$ cat config.mk
export PLATFORM = sky130hd
export DESIGN_NAME = cas_lat_sel
export DESIGN_NICKNAME = d
export VERILOG_FILES = /design/src/rtl/cas_sel_pkg.sv /design/src/rtl/cas_rate_div.sv /design/src/rtl/cas_prune.sv /design/src/rtl/cas_merge.sv /design/src/rtl/cas_lat_sel.sv
export SDC_FILE = /design/constraint.sdc
export NUM_CORES = 1
export LEC_CHECK = 0
export ABC_AREA = 1
export BUFFER_PORTS_ARGS = -buffer_cell sky130_fd_sc_hd__buf_2
export CAP_MARGIN = 40
export CORE_MARGIN = 1.5
export CORE_UTILIZATION = 54
export CTS_CLUSTER_DIAMETER = 200
export DETAILED_ROUTE_END_ITERATION = 10
export PLACE_DENSITY = 0.76
export SLEW_MARGIN = 20
export SYNTH_ARGS = -nofsm -noshare
export SYNTH_HDL_FRONTEND = slang
export SYNTH_HIERARCHICAL = 1
export SYNTH_SLANG_ARGS = --single-unit
$ cat constraint.sdc
create_clock -name clk -period 7.3 [get_ports clk]
set_input_delay 1.46 -clock clk [delete_from_list [all_inputs] [get_ports clk]]
set_output_delay 1.46 -clock clk [all_outputs]
set_load 0.02 [all_outputs]
$ cat src/rtl/cas_sel_pkg.sv
package cas_sel_pkg;

    localparam int MAP_W    = 8;
    localparam int IDX_W    = $clog2(MAP_W);
    localparam int TCK_W    = 8;
    localparam int DEN_W    = 8;
    localparam int RATE_NUM = 20000;
    localparam int QUO_W    = $clog2(RATE_NUM + 1);
    localparam int NMOD     = 2;

    typedef logic [MAP_W-1:0] cas_map_t;
    typedef logic [QUO_W-1:0] mhz_t;

    localparam cas_map_t NOT_FITTED = '1;

    typedef struct packed {
        cas_map_t         map;
        logic [TCK_W-1:0] tck_half;
        logic [TCK_W-1:0] tck_one;
    } mod_desc_t;

    typedef struct packed {
        logic       err;
        logic [2:0] code;
    } cas_res_t;

    typedef enum logic [0:0] {ST_IDLE, ST_RUN} sel_state_e;

    // nanoseconds*10 + tenths; worst case 15*10+15 fits in DEN_W bits
    function automatic logic [DEN_W-1:0] tck_denom(input logic [TCK_W-1:0] b);
        return DEN_W'(b[7:4]) * DEN_W'(10) + DEN_W'(b[3:0]);
    endfunction

    function automatic logic [IDX_W-1:0] top_bit(input cas_map_t m);
        logic [IDX_W-1:0] idx;
        idx = '0;
        for (int i = 0; i < MAP_W; i++)
            if (m[i]) idx = IDX_W'(i);
        return idx;
    endfunction

    function automatic logic [IDX_W-1:0] low_bit(input cas_map_t m);
        logic [IDX_W-1:0] idx;
        idx = '0;
        for (int i = MAP_W - 1; i >= 0; i--)
            if (m[i]) idx = IDX_W'(i);
        return idx;
    endfunction

    function automatic cas_map_t keep_from(input logic [IDX_W-1:0] idx);
        cas_map_t all;
        all = '1;
        return all << idx;
    endfunction

    function automatic logic [2:0] lat_encode(input logic [IDX_W-1:0] idx);
        logic [2:0] c;
        case (idx)
            3'd0:    c = 3'd5;
            3'd1:    c = 3'd5;
            3'd2:    c = 3'd2;
            3'd3:    c = 3'd6;
            3'd4:    c = 3'd3;
            3'd5:    c = 3'd7;
            3'd6:    c = 3'd4;
            default: c = 3'd0;
        endcase
        return c;
    endfunction

endpackage

$ cat src/rtl/cas_rate_div.sv
module cas_rate_div #(
    parameter int NUM_W = 15,
    parameter int DEN_W = 8,
    parameter int NUM   = 20000
) (
    input  logic             clk,
    input  logic             rst,
    input  logic             go,
    input  logic [DEN_W-1:0] den,
    output logic [NUM_W-1:0] quo,
    output logic             vld
);
    localparam int CNT_W = $clog2(NUM_W + 1);

    logic [NUM_W-1:0] q_r;
    logic [DEN_W-1:0] r_r;
    logic [DEN_W-1:0] d_r;
    logic [CNT_W-1:0] cnt_r;
    logic             run_r;
    logic             vld_r;

    logic [DEN_W:0]   r_sh;
    logic             ge;
    logic [DEN_W-1:0] diff;

    always_comb begin
        r_sh = {r_r, q_r[NUM_W-1]};
        ge   = r_sh >= {1'b0, d_r};
        diff = r_sh[DEN_W-1:0] - d_r;
    end

    always_ff @(posedge clk) begin
        if (rst) begin
            q_r   <= '0;
            r_r   <= '0;
            d_r   <= '0;
            cnt_r <= '0;
            run_r <= 1'b0;
            vld_r <= 1'b0;
        end else begin
            vld_r <= 1'b0;
            if (go) begin
                q_r   <= NUM_W'(NUM);
                r_r   <= '0;
                d_r   <= den;
                cnt_r <= CNT_W'(NUM_W);
                run_r <= 1'b1;
            end else if (run_r) begin
                q_r   <= {q_r[NUM_W-2:0], ge};
                r_r   <= ge ? diff : r_sh[DEN_W-1:0];
                cnt_r <= cnt_r - 1'b1;
                if (cnt_r == CNT_W'(1)) begin
                    run_r <= 1'b0;
                    vld_r <= 1'b1;
                end
            end
        end
    end

    assign quo = q_r;
    assign vld = vld_r;
endmodule

$ cat src/rtl/cas_prune.sv
module cas_prune
    import cas_sel_pkg::*;
#(
    parameter int BUS_W = 10
) (
    input  cas_map_t          map,
    input  logic [TCK_W-1:0]  tck_half,
    input  logic [TCK_W-1:0]  tck_one,
    input  mhz_t              spd_half,
    input  mhz_t              spd_one,
    input  logic [BUS_W-1:0]  bus,
    output cas_map_t          keep
);
    logic [IDX_W-1:0] hi_idx;
    logic [IDX_W-1:0] next_idx;
    mhz_t             bus_x;

    always_comb begin
        hi_idx   = top_bit(map);
        next_idx = (hi_idx == '0) ? '0 : hi_idx - 1'b1;
        bus_x    = QUO_W'(bus);
        if (map == NOT_FITTED)
            keep = '0;
        else if (tck_half == '0)
            keep = map;
        else if (spd_half < bus_x)
            keep = map & keep_from(hi_idx);
        else if ((tck_one != '0) && (spd_one <= bus_x))
            keep = map & keep_from(next_idx);
        else
            keep = map;
    end
endmodule

$ cat src/rtl/cas_merge.sv
module cas_merge
    import cas_sel_pkg::*;
(
    input  cas_map_t keep0,
    input  cas_map_t keep1,
    output cas_res_t res
);
    cas_map_t pick;
    logic     fail;

    always_comb begin
        pick = '0;
        fail = 1'b0;
        if ((keep0 == '0) && (keep1 == '0))
            fail = 1'b1;
        else if (keep0 == '0)
            pick = keep1;
        else if (keep1 == '0)
            pick = keep0;
        else begin
            pick = keep0 & keep1;
            fail = (pick == '0);
        end
        res.err  = fail;
        res.code = fail ? 3'd0 : lat_encode(low_bit(pick));
    end
endmodule

$ cat src/rtl/cas_lat_sel.sv
module cas_lat_sel
    import cas_sel_pkg::*;
#(
    parameter int BUS_W = 10
) (
    input  logic             clk,
    input  logic             rst,
    input  logic             start,
    input  logic [BUS_W-1:0] bus_mhz,
    input  logic [7:0]       map_a,
    input  logic [7:0]       tck_half_a,
    input  logic [7:0]       tck_one_a,
    input  logic [7:0]       map_b,
    input  logic [7:0]       tck_half_b,
    input  logic [7:0]       tck_one_b,
    output logic             done,
    output logic             err,
    output logic [2:0]       cas_code
);
    sel_state_e             st;
    mod_desc_t [NMOD-1:0]   desc_in;
    mod_desc_t [NMOD-1:0]   desc_r;
    logic [BUS_W-1:0]       bus_r;
    logic                   go;
    mhz_t                   spd_h [NMOD];
    mhz_t                   spd_o [NMOD];
    logic [NMOD-1:0]        vld_h;
    logic [NMOD-1:0]        vld_o;
    cas_map_t               keep [NMOD];
    cas_res_t               res;
    cas_res_t               res_r;
    logic                   done_r;
    logic                   all_vld;

    assign desc_in[0] = {map_a, tck_half_a, tck_one_a};
    assign desc_in[1] = {map_b, tck_half_b, tck_one_b};
    assign go         = start && (st == ST_IDLE);
    assign all_vld    = (&vld_h) && (&vld_o);

    for (genvar g = 0; g < NMOD; g++) begin : g_mod
        cas_rate_div #(.NUM_W(QUO_W), .DEN_W(DEN_W), .NUM(RATE_NUM)) u_div_half (
            .clk (clk),
            .rst (rst),
            .go  (go),
            .den (tck_denom(desc_in[g].tck_half)),
            .quo (spd_h[g]),
            .vld (vld_h[g])
        );
        cas_rate_div #(.NUM_W(QUO_W), .DEN_W(DEN_W), .NUM(RATE_NUM)) u_div_one (
            .clk (clk),
            .rst (rst),
            .go  (go),
            .den (tck_denom(desc_in[g].tck_one)),
            .quo (spd_o[g]),
            .vld (vld_o[g])
        );
        cas_prune #(.BUS_W(BUS_W)) u_prune (
            .map      (desc_r[g].map),
            .tck_half (desc_r[g].tck_half),
            .tck_one  (desc_r[g].tck_one),
            .spd_half (spd_h[g]),
            .spd_one  (spd_o[g]),
            .bus      (bus_r),
            .keep     (keep[g])
        );
    end

    cas_merge u_merge (
        .keep0 (keep[0]),
        .keep1 (keep[1]),
        .res   (res)
    );

    always_ff @(posedge clk) begin
        if (rst) begin
            st     <= ST_IDLE;
            desc_r <= '0;
            bus_r  <= '0;
            res_r  <= '0;
            done_r <= 1'b0;
        end else begin
            done_r <= 1'b0;
            case (st)
                ST_IDLE: begin
                    if (start) begin
                        desc_r <= desc_in;
                        bus_r  <= bus_mhz;
                        st     <= ST_RUN;
                    end
                end
                default: begin
                    if (all_vld) begin
                        res_r  <= res;
                        done_r <= 1'b1;
                        st     <= ST_IDLE;
                    end
                end
            endcase
        end
    end

    assign done     = done_r;
    assign err      = res_r.err;
    assign cas_code = res_r.code;
endmodule

==> results.md <==
* Status: completed
* FP Rows at slightly below 60
* P_sw at ~0.0014 W
* Area grow syn2layout at 7.97%
* Flops & latches, synth at approximately 210
* Multi-input logic area at about 0.0080 mm2
* DRT antenna net count at 0
* Max-cap viol count at 0
* Most frequent CP cell: nand2_1
* Synth Area in Adders at 12.0%
* F_max at approximately 310 MHz
* Quantity of hold-fixing buffers added after cts at 0
* Internal power at about 0.0024 W
* Cell family with most CP delay: simple AND/OR/NAND/NOR gates
* Post-synth cell types at 48
* Final nets at 2205
* Final setup viols at 0
* Clk_lat worst skew at 0.51 ns
* Final Hold Vio Count at 0
* Crit-path cells: inv_1 -> nand2_1 -> nand2_1 -> nand2_1 -> nand2_1 -> nand2_1 -> nand2_1 -> inv_1 -> ha_1 -> inv_1 -> ha_1 -> or2_2 -> nand4_1 -> nand2_1 -> a21oi_2 -> nor2_1 -> nand2_2 -> nor2_4 -> o22ai_1 -> nand2_1 -> o21ai_0 -> nor2_1 -> nand3_1 -> nand2_1
* Final Total Pwr at about 0.0038 W
* Crit Path Class: reg -> reg
* First-pass DRT Iterations at 5
* Flop pwr share at a little over a third
* Pre-CTS WS at ~3.8 ns
* Register area at 0.00424 mm2
* Buffers on Ports at 65
* Clock sinks at roughly 210
* Buffers & Inverters on Critical Path at 3
* Switching part of the total at 36.1%
* Ys async rst share at 0%
* Period minus WS final at ~3.2 ns
* PnR worst setup slack at roughly 4.1 ns
* Routed wire length per instance at roughly 13 um
* RSZ-0062 raised after global routing: false
* First-pass GRT wire length at between 50000 and 60000 um
* Mapped Cells at 1978
* Kind of end point of the critical path: register
* Synth cell count leaders: nand2_1, inv_1, dfxtp_1
* Placed wire-length estimate at approximately 23000 um
* Cell Area, Synth at approximately 0.014 mm2
* Initial core utilization at between 50 and 60%
* Combinational share of power at between 30 and 40%
* Core Area at 0.0252 mm2
* Synth top area share at a little under a third
* Post-synth EDFFs at 0
* Final slew viol count at 0
* Post-synthesis simple-gate area fraction at between 20 and 30%
* Placement Cell Area at 0.0142 mm2
* Clock slew at reported path FFs at 0.06 ns
* Setup TNS at 0 ns
* Ys flop type: dfxtp_1
* Post-synthesis compound-gate area fraction at between 10% and 20%
* Largest cells by area after synthesis: dfxtp_1, nand2_1, ha_1
* Die Wd at 163 um
* HP Class: reg -> reg
* P_leak at a little over 7 nW
* CTS root buffer: clkbuf_16
* Period utilization at 43.5%
* CP Data Required Time at just under 8 ns
* DR DRC count at 0
* Post-synthesis sequential area ratio at a little under a third
* Tot GR Track Use at between 20% and 30%
* XOR/XNOR Fraction of Synth Area at 1.07%
* I/O pin cnt at 66
* Worst-case clock buffer depth at 3
* Mux share of post-synthesis cell area at 0%
* Vias in the first global route at between 10000 and 15000
* Num CTS Buffers at 23
* Largest family of logic cells by synthesized area: simple AND/OR/NAND/NOR gates
* Die area at roughly 0.027 mm2
* Antenna violations before repair at 0
* Mean post-synth cell area at 7.00 um2
* ANT cells at 0
* Most numerous cell in the Yosys netlist: nand2_1
* Worst EP arrival at about 3.6 ns
* PostCTS Resize Cnt at 0
* Clock skew at slightly above 0.01 ns
* Share of post-route cells with drive strength above 1 at between 10% and 20%
* Startpoint Class: register
* Pin count of the biggest net entering global routing at between 40 and 50
* CTS tree: built
* Setup Fix Bufs, Post-CTS at 0
* CP max stage delay at roughly 0.44 ns
* Synth area leader: dfxtp_1
* Pwr dens at approximately 250 mW/mm2
* Synth Warn # at 6
* Worst VDD drop at between 0.1 and 0.15 mV
* GP Congestion at a little over 0.9
* H-Tree Depth at 1
* Final WL at about 30000 um
* Max-slew headroom at 46.6%
* Hold slack at around 0.46 ns
* GR Overflow Total at 0
* Syn Nets at 2165
* Worst-Margin Slew at between 0.8 and 0.9 ns
* Initial DRC Count at about 870
* Slowest stage cell, crit path: dfxtp_1
* Via count at 12400
* Clock Power Share at 30.5%
* Layout fillers at ~2300
* Final instance area at 0.0150 mm2
* Drt via density at between 5 and 6
* Worst Path Max Fanout at 8
* Die Ht at 163 um
==> per-stage QoR <==
stage          util, %  instances
6_report          59.4       2363
4_1_cts           59.4       2363
5_1_grt           59.4       2363
3_3_place_gp      56.4       2322
2_1_floorplan        -       1978
3_5_place_dp      56.5       2323
==> power groups by stage <==
stage | Clock (W) | Combinational [W] | Sequential (W)
6_report | 0.00115 | 0.00128 | 0.00133
5_1_grt | 0.00122 | 0.00145 | 0.00135
4_1_cts | 0.00118 | 0.00127 | 0.00133
3_5_place_dp | 0 | 0.00126 | 0.00136
3_3_place_gp | 0 | 0.00123 | 0.00136
2_1_floorplan | 0 | 0.00108 | 0.00133
==> cell type report <==
class                           instances  area share (%)
Multi-Input combinational cell       1401            53.6
Sequential cell                       212            28.4
Inverter                              310            7.78
Clock buffer                           30            4.22
Tap cell                              330            2.76
Timing Repair Buffer                   70            2.51
Clock inverter                         10           0.719
==> sequential cells by signal (all words and copies together), names as in the netlist <==
name                    cells
g_mod.u_div_one/vld         2
done                        1
g_mod.u_div_half/cnt_r      8
err                         1
g_mod.u_div_half/quo       30
desc_r                     48
g_mod.u_div_half/r_r       16
g_mod.u_div_one/run_r       2
g_mod.u_div_half/d_r       16
g_mod.u_div_one/quo        30
g_mod.u_div_one/cnt_r       8
cas_code                    3
g_mod.u_div_one/d_r        16
st                          1
bus_r                      10
g_mod.u_div_half/vld        2
g_mod.u_div_one/r_r        16
g_mod.u_div_half/run_r      2
==> worst register-to-register path: stages (launching register included) <==
cell and delay (ns):
dfxtp_1 0.44, inv_1 0.09, nand2_1 0.06, nand2_1 0.05, nand2_1 0.05, nand2_1 0.04
nand2_1 0.05, nand2_1 0.09, inv_1 0.08, ha_1 0.16, inv_1 0.05, ha_1 0.22
or2_2 0.30, nand4_1 0.09, nand2_1 0.08, a21oi_2 0.22, nor2_1 0.09, nand2_2 0.12
nor2_4 0.07, o22ai_1 0.26, nand2_1 0.08, o21ai_0 0.18, nor2_1 0.07, nand3_1 0.08
nand2_1 0.05
==> path summary, 6_finish.rpt <==
path / from / end / slack (ns) / depth (start not counted)
worst max-delay path: desc_r[42]$_SDFFE_PP0P_ / cas_code[1]$_SDFFE_PP0P_ / 4.12 / 24
worst min-delay path: g_mod[0].u_div_one/d_r[2]$_SDFFE_PP0P_ / g_mod[0].u_div_one/d_r[2]$_SDFFE_PP0P_ / 0.46 / 2
worst max register to register: desc_r[42]$_SDFFE_PP0P_ / cas_code[1]$_SDFFE_PP0P_ / 4.12 / 24
worst min register to register: g_mod[0].u_div_one/d_r[2]$_SDFFE_PP0P_ / g_mod[0].u_div_one/d_r[2]$_SDFFE_PP0P_ / 0.46 / 2
==> cell usage in the layout (no fill, tap or decap), types with 23 or more instances in the layout <==
cell and n:
o21ai_0 94, buf_2 65, nor2_2 48, nor2_1 181
nand2_1 434, a21oi_1 142, nand4_1 28, a221oi_1 24
o21ai_2 40, dfxtp_1 212, nand3_1 141, ha_1 114
inv_1 302, clkbuf_16 23
==> layer usage <==
layer  wire length, um  global-route usage [%]  vias to the layer above
met2             14500                    40.1                      217
met5                 0                       0                        -
met3              1190                    2.69                       40
met1             14400                    30.5                     5698
li1                  -                       -                     6489
met4               562                    6.51                        0
==> cells by family after synthesis <==
family          Yosys count
simple gates            903
fa+ha+maj               126
compound gates          355
buf+inv                 365
flops                   212
xor+xnor                 17
Note: power is estimated with default switching activity, not from simulation.
